$ cat src/rtl/addsub_pkg.sv
package addsub_pkg;

  localparam int DATA_W = 4;
  localparam int WIDE_W = DATA_W + 1;

  typedef struct packed {
    logic [DATA_W-1:0] sum;
    logic              carry;
    logic              uovf;
    logic              neg;
    logic              sovf;
    logic [WIDE_W-1:0] wide;
    logic [DATA_W-1:0] mag;
  } addsub_res_t;

endpackage

$ cat src/rtl/addsub_operand_prep.sv
module addsub_operand_prep
  import addsub_pkg::*;
(
  input  logic [DATA_W-1:0] opa,
  input  logic [DATA_W-1:0] opb,
  input  logic              sub_mode,
  output logic [DATA_W-1:0] gen,
  output logic [DATA_W-1:0] prop
);

  logic [DATA_W-1:0] opb_eff;

  // conditional inversion of the second operand; the +1 enters as carry-in
  assign opb_eff = opb ^ {DATA_W{sub_mode}};
  assign gen     = opa & opb_eff;
  assign prop    = opa ^ opb_eff;

endmodule

$ cat src/rtl/addsub_lookahead.sv
module addsub_lookahead
  import addsub_pkg::*;
(
  input  logic [DATA_W-1:0] gen,
  input  logic [DATA_W-1:0] prop,
  input  logic              cin,
  output logic [DATA_W:0]   carry
);

  // Each carry is a flat OR of AND terms over gen/prop/cin: two logic levels.
  always_comb begin
    logic acc;
    logic term;
    carry[0] = cin;
    for (int i = 1; i <= DATA_W; i++) begin
      term = cin;
      for (int j = 0; j < i; j++) term = term & prop[j];
      acc = term;
      for (int k = 0; k < i; k++) begin
        term = gen[k];
        for (int j = k + 1; j < i; j++) term = term & prop[j];
        acc = acc | term;
      end
      carry[i] = acc;
    end
  end

endmodule

$ cat src/rtl/addsub_flags.sv
module addsub_flags
  import addsub_pkg::*;
(
  input  logic [DATA_W-1:0] prop,
  input  logic [DATA_W:0]   carry,
  input  logic              sub_mode,
  output addsub_res_t       res
);

  logic [DATA_W-1:0] sum;
  logic              end_c;
  logic              msb_c;
  logic              sovf;
  logic              neg;

  assign sum   = prop ^ carry[DATA_W-1:0];
  assign end_c = carry[DATA_W];
  assign msb_c = carry[DATA_W-1];
  assign sovf  = end_c ^ msb_c;
  assign neg   = sub_mode & ~end_c;

  always_comb begin
    res.sum   = sum;
    res.carry = end_c;
    res.uovf  = ~sub_mode & end_c;
    res.neg   = neg;
    res.sovf  = sovf;
    // on overflow the end carry becomes the sign and the old MSB a magnitude bit
    res.wide  = sovf ? {end_c, sum} : {sum[DATA_W-1], sum};
    res.mag   = neg ? ((~sum) + {{(DATA_W-1){1'b0}}, 1'b1}) : sum;
  end

endmodule

$ cat src/rtl/addsub_out_stage.sv
module addsub_out_stage
  import addsub_pkg::*;
#(
  parameter bit REG_OUT = 1'b1
)(
  input  logic        clk,
  input  logic        rst_n,
  input  addsub_res_t d,
  output addsub_res_t q
);

  generate
    if (REG_OUT) begin : g_reg
      addsub_res_t res_nxt;
      addsub_res_t res_q;

      always_comb begin
        res_nxt = d;
      end

      always_ff @(posedge clk or negedge rst_n) begin
        if (!rst_n) res_q <= '0;
        else        res_q <= res_nxt;
      end

      assign q = res_q;
    end else begin : g_comb
      assign q = d;
    end
  endgenerate

endmodule

$ cat src/rtl/addsub_cla_top.sv
module addsub_cla_top
  import addsub_pkg::*;
#(
  parameter bit REG_OUT = 1'b1
)(
  input  logic              clk,
  input  logic              rst_n,
  input  logic [DATA_W-1:0] opa,
  input  logic [DATA_W-1:0] opb,
  input  logic              sub_mode,
  output logic [DATA_W-1:0] res_sum,
  output logic              res_carry,
  output logic              flag_uovf,
  output logic              flag_neg,
  output logic              flag_sovf,
  output logic [WIDE_W-1:0] res_wide,
  output logic [DATA_W-1:0] res_mag
);

  logic [DATA_W-1:0] gen;
  logic [DATA_W-1:0] prop;
  logic [DATA_W:0]   carry;
  addsub_res_t       comb_res;
  addsub_res_t       out_res;

  addsub_operand_prep i_prep (
    .opa(opa), .opb(opb), .sub_mode(sub_mode), .gen(gen), .prop(prop)
  );

  addsub_lookahead i_cla (
    .gen(gen), .prop(prop), .cin(sub_mode), .carry(carry)
  );

  addsub_flags i_flags (
    .prop(prop), .carry(carry), .sub_mode(sub_mode), .res(comb_res)
  );

  addsub_out_stage #(.REG_OUT(REG_OUT)) i_out (
    .clk(clk), .rst_n(rst_n), .d(comb_res), .q(out_res)
  );

  assign res_sum   = out_res.sum;
  assign res_carry = out_res.carry;
  assign flag_uovf = out_res.uovf;
  assign flag_neg  = out_res.neg;
  assign flag_sovf = out_res.sovf;
  assign res_wide  = out_res.wide;
  assign res_mag   = out_res.mag;

endmodule

$ cat config.mk
export PLATFORM = sky130hd
export DESIGN_NAME = addsub_cla_top
export DESIGN_NICKNAME = d
export VERILOG_FILES = /design/src/rtl/addsub_pkg.sv /design/src/rtl/addsub_operand_prep.sv /design/src/rtl/addsub_lookahead.sv /design/src/rtl/addsub_flags.sv /design/src/rtl/addsub_out_stage.sv /design/src/rtl/addsub_cla_top.sv
export SDC_FILE = /design/constraint.sdc
export NUM_CORES = 1
export LEC_CHECK = 0
export CORE_MARGIN = 8
export CORE_UTILIZATION = 27
export DETAILED_ROUTE_END_ITERATION = 16
export HOLD_SLACK_MARGIN = 0.06
export SLEW_MARGIN = 40
export SYNTH_ARGS = -nofsm -noshare
export SYNTH_HDL_FRONTEND = slang
export SYNTH_HIERARCHICAL = 1
export SYNTH_SLANG_ARGS = --single-unit
$ cat constraint.sdc
create_clock -name clk -period 0.8 [get_ports clk]
set_input_delay 0.16 -clock clk [delete_from_list [all_inputs] [get_ports clk]]
set_output_delay 0.16 -clock clk [all_outputs]
set_load 0.01 [all_outputs]
==> impl_metrics.ini, run 1 <==
[yosys]
avgSynthCellArea_um2 = 12.64
ys.warnings.count = 6
ys_seq_area_share_pct = 57.05
synthesis.nets = 75
syn_area_um2 = 745.7
synth-seq-cells = 17
synth_cells = 59
yosysUniqueCellTypes = 13

[final_layout]
n_antenna_cell = 0
largest_register_ffs = 17
ff_latch_area_um2 = 425.4
final_nets = 124
n_fill_cell = 248
multiInputGateArea_um2 = 334.1
syn_to_final_growth_pct = 72.32
final_common_cell = dfrtp_1
finalInstanceArea_um2 = 1285
drive_gt1_share_pct = 56.07
final_cell_mix = dfrtp_1, buf_4, buf_2, buf_6, xor2_1

[routing]
drt-total-wl_um = 1462
wl_per_cell_um = 10.59
first_pass_iters = 2
vias_per_cell = 3.964
drtIter0Drc = 2
antenna_left = 0
remaining_drc_errors = 0
dr_total_vias = 547

[floorplan]
die_y_um = 68.56
start_util_pct = 27.76
rows = 19
dieWidth_um = 68.56
core-area_um2 = 2686
dieArea_um2 = 4700
ios = 28

[worst_setup_path]
worstPathArrival_ns = 1.71
worstPathRequired_ns = 1.01
path_class = input pin to flip-flop
crit_path_max_incr_delay_ns = 0.40
crit_chain = clkdlybuf4s50_1 > ha_1 > a21o_1 > a31o_1 > nand2b_4 > a31oi_4 > xor2_1
cpMaxStageDelayCell = clkdlybuf4s50_1
cp-end-kind = flip-flop
cp-start-kind = input pin
cp_max_fo = 3
cp_top_family = compound AO/OA/AOI/OAI gates
cp_num_buf_inv = 1

[timing]
tightest_slew_ns = 0.1754
hold_violations = 0
relSlewSlack_pct = 88.31
layout_min_cycle_time_ns = 1.505
rsz0062_at_grt = true
setup_viol = 34
drv_slew = 0
max_freq_mhz = 664.6
finalCritPeriodShare_pct = 188.1
hold_ws_ns = 0.2092
setup_ws_ns = -0.7047

[placement]
place.gp.congestion = 0.7479
hpwl_um = 1149
place_area_um2 = 1142
port-buffer-count = 27

[grt]
grt_max_degree = 18
grt_usage_pct = 6.720
grt_pass1_vias = 600
grt_pass1_wl_um = 2442
antenna_found_initial = 0
grt_overflow_total = 0

[worst_hold_path]
hp-class = input pin to asynchronous set/reset pin

[clock_tree]
cts_tree = yes
htreeDepth = 1
clk_path_buf_depth = 2
path_clk_slew_ns = 0.09
root_buffer = clkbuf_4
cts_hold_buf = 0
cts_made_buffers = 3
cts.sinks = 17

[pwr]
ir_drop_mv = 1.085
leakage_nw = 0.6623
power_density_nw_per_um2 = 2341

[run_status]
status = finished, violations left
violations = negative setup slack

[run]
cap_violations = 0
[how the worst max path moves through the flow]
stage,from,end,slack (ns),depth (start not counted)
4_1_cts,opb[0],i_out/q[3],-0.76,9
3_5_place_dp,sub_mode,i_out/q[3],-1.39,9
6_report,opa[1],i_out/q[3],-0.70,7
5_1_grt,opb[0],i_out/q[3],-0.78,9
2_1_floorplan,sub_mode,i_out/q[3],-0.91,8
3_3_place_gp,sub_mode,i_out/q[3],-1.36,9
[logic make-up (layout without fill, tap and decap cells)]
kind of cell,count (synthesis),after routing,synth area share [%]
flip-flops,17,17,57.05
AND/OR/NAND/NOR,5,5,3.189
adder cells (fa/ha/maj),5,5,8.389
AO/OA/AOI/OAI,8,8,7.384
XOR/XNOR,11,11,12.92
buffers and inverters,13,61,11.07
[cell usage after synthesis, drive strengths merged]
cell | n | area [µm²]
dfrtp | 17 | 425.4
buf | 9 | 67.56
xor2 | 7 | 61.31
ha | 5 | 62.56
a21o | 4 | 30.03
inv | 4 | 15.01
xnor2 | 4 | 35.03
nor2 | 3 | 11.26
a21oi | 2 | 10.01
a31o | 1 | 8.760
a31oi | 1 | 6.260
nand2b | 1 | 6.260
nor2b | 1 | 6.260
[where the power goes]
part	leakage (nW)	internal (W)	total, W	switching (W)
Clock	0.0150	0.000193	0.000428	0.000235
Combinational	0.447	0.000798	0.00142	0.000626
Sequential	0.200	0.00109	0.00116	0.0000608
[metal layers]
metal  vias up  global-route usage [%]  wire length, µm
met5         -                       0                0
met4         0                   4.604               26
met3         2                   1.292              109
met2        17                   12.31              806
met1       254                   6.686              519
li1        274                       -                -
[final cells by class]
cell class              instances  area share (%)
clock buffers                   4           2.045
well taps                      31           3.019
flip-flops and latches         17           33.11
repair buffers                 53           34.66
multi-input cells              29           26.00
inverters                       4           1.168
[through the flow]
stage	setup TNS, ns	total power, W	worst slack [ns]	utilization, %	cells
CTS	-11.88	0.002877	-0.7642	44.53	133
finish	-12.45	0.003008	-0.7047	47.83	138
detailed placement	-23.37	0.002481	-1.388	42.52	125
global route	-14.19	0.003217	-0.7806	47.83	138
floorplan	-10.59	0.001776	-0.9121	-	59
global placement	-23.24	0.002460	-1.359	42.52	125
[repair_timing]
action	in CTS	in global routing
gates resized for setup	96	13
buffers inserted	5	5
setup endpoints to repair	34	34
pin swaps	14	8
(Power assumes the default switching activity.)
==> inputs of run 2 (changes only) <==
Settings changed: REMOVE_ABC_BUFFERS set to 1.
==> run 2 against run 1 <==
The run still ends with negative setup slack left. Core utilization shrank 1.0 points. Combinational power is essentially flat. Maximum frequency shrank 3.9%. First-iteration DRC count grew to 2.5 times the previous value. Count of clock-buffer cells in the layout is the same. Final cell count shrank 4.3%. Non-clock buffer count shrank 6. Global-route usage is essentially flat. Hold slack lost 0.0044 ns. Wire length grew 0.27%. Sequential share of layout area grew 0.72 points. Design area shrank 2.1%. Critical path type unchanged. Largest power group unchanged.
==> impl_metrics.ini, run 2 (synthesized netlist as in run 1, its figures left out) <==
[floorplan]
rows = 19
core-area_um2 = 2686
ios = 28
dieArea_um2 = 4700
start_util_pct = 27.76
die_y_um = 68.56
dieWidth_um = 68.56

[worst_setup_path]
crit_path_max_incr_delay_ns = 0.28
crit_start = opb[0]
worstPathRequired_ns = 1.00
cp-end-kind = flip-flop
crit_chain = buf_6 > xor2_1 > ha_1 > a21o_1 > a21o_1 > a31o_1 > nand2b_4 > a31oi_4 > xor2_1
path_class = input pin to flip-flop
cp_max_fo = 3
worstPathArrival_ns = 1.76
cpMaxStageDelayCell = ha_1
cp-start-kind = input pin

[worst_hold_path]
hp-class = input pin to asynchronous set/reset pin

[final_layout]
n_fill_cell = 247
multiInputGateArea_um2 = 350.3
final_cells = 132
final_nets = 118
final_common_cell = dfrtp_1
finalInstanceArea_um2 = 1257
syn_to_final_growth_pct = 68.62
ff_latch_area_um2 = 425.4
largest_register_ffs = 17
drive_gt1_share_pct = 54.46
postLayoutCoreUtil_pct = 46.81
n_antenna_cell = 0
final_cell_mix = dfrtp_1, buf_6, buf_2, buf_4, xor2_1

[clock_tree]
root_buffer = clkbuf_4
cts.sinks = 17
cts_hold_buf = 0
cts_tree = yes
clk_path_buf_depth = 2
path_clk_slew_ns = 0.09
htreeDepth = 1
cts_made_buffers = 3

[timing]
setup_viol = 34
layout_min_cycle_time_ns = 1.566
max_freq_mhz = 638.7
rsz0062_at_grt = true
drv_slew = 0
relSlewSlack_pct = 88.26
tightest_slew_ns = 0.1762
finalCritPeriodShare_pct = 195.7
setup_ws_ns = -0.7656
hold_violations = 0
hold_ws_ns = 0.2048

[routing]
drtIter0Drc = 5
drt-total-wl_um = 1466
first_pass_iters = 2
dr_total_vias = 514
wl_per_cell_um = 11.11
vias_per_cell = 3.894
antenna_left = 0
remaining_drc_errors = 0

[placement]
hpwl_um = 1094
place.gp.congestion = 0.7065
port-buffer-count = 27
place_inst = 125
place_area_um2 = 1127
pre_cts_ws_ns = -1.484

[pwr]
pwr-share-comb_pct = 47.3
internal_power_w = 0.002080
leakage_nw = 0.6391
power_density_nw_per_um2 = 2378
swShare_pct = 30.45
p_sw_w = 0.0009105
clkPwrFrac_pct = 14.1
sequentialPowerShare_pct = 38.7
ir_drop_mv = 1.088

[grt]
antenna_found_initial = 0
grt_pass1_wl_um = 2352
grt_max_degree = 18
grt_usage_pct = 6.687
grt_overflow_total = 0
grt_pass1_vias = 553

[run]
cap_violations = 0

[run_status]
violations = negative setup slack
status = finished, violations left
## run 2: layout make-up
class | instances | share of cell area (%)
clock buffer | 4 | 2.090
timing repair buffer | 47 | 31.94
sequential | 17 | 33.83
multi-input combinational | 29 | 27.86
tap | 31 | 3.085
inverter | 4 | 1.194
## run 2: worst paths after layout
check / depth (start not counted) / slack (ns) / endpoint
setup / recovery: 9 / -0.77 / i_out/q[3]
hold / removal: 2 / 0.20 / i_out/q[13]
max in group asynchronous: 2 / 0.47 / i_out/q[11]
min in group clk: 3 / 0.21 / i_out/q[11]
## run 2: repair_timing
| action | CTS | global route |
|---|---|---|
| setup endpoints to repair | 34 | 34 |
| resized for setup | 97 | 15 |
| setup buffers | 2 | 2 |
| pin swaps | 16 | 5 |
## run 2: critical path, delay by kind of cell
kind / cells / cell delay, ns
fa+ha+maj: 1 / 0.28
simple gates: 1 / 0.16
xor+xnor: 2 / 0.31
buf+inv: 1 / 0.09
compound gates: 4 / 0.77
## run 2: through the flow
step                      total power (W)  setup TNS [ns]
after global placement           0.002442          -23.55
final                            0.002990          -11.77
after floorplan                  0.001619          -10.50
after detailed placement         0.002457          -23.84
after CTS                        0.002846          -11.46
after global routing             0.003219          -13.56
## run 2: per-layer routing
metal / track usage, % / share of wire, %
met2: 11.38 / 51
met5: 0 / 0
met4: 6.138 / 2.3
met1: 6.783 / 38
met3: 1.292 / 8.6
## run 2: power by group through the flow
stage,registers [W],logic [W],clock network (W)
after floorplan,0.00131,0.000308,0
after global placement,0.00117,0.00127,0
after detailed placement,0.00117,0.00128,0
after CTS,0.00115,0.00125,0.000447
after global routing,0.00118,0.00153,0.000502
final,0.00116,0.00141,0.000421
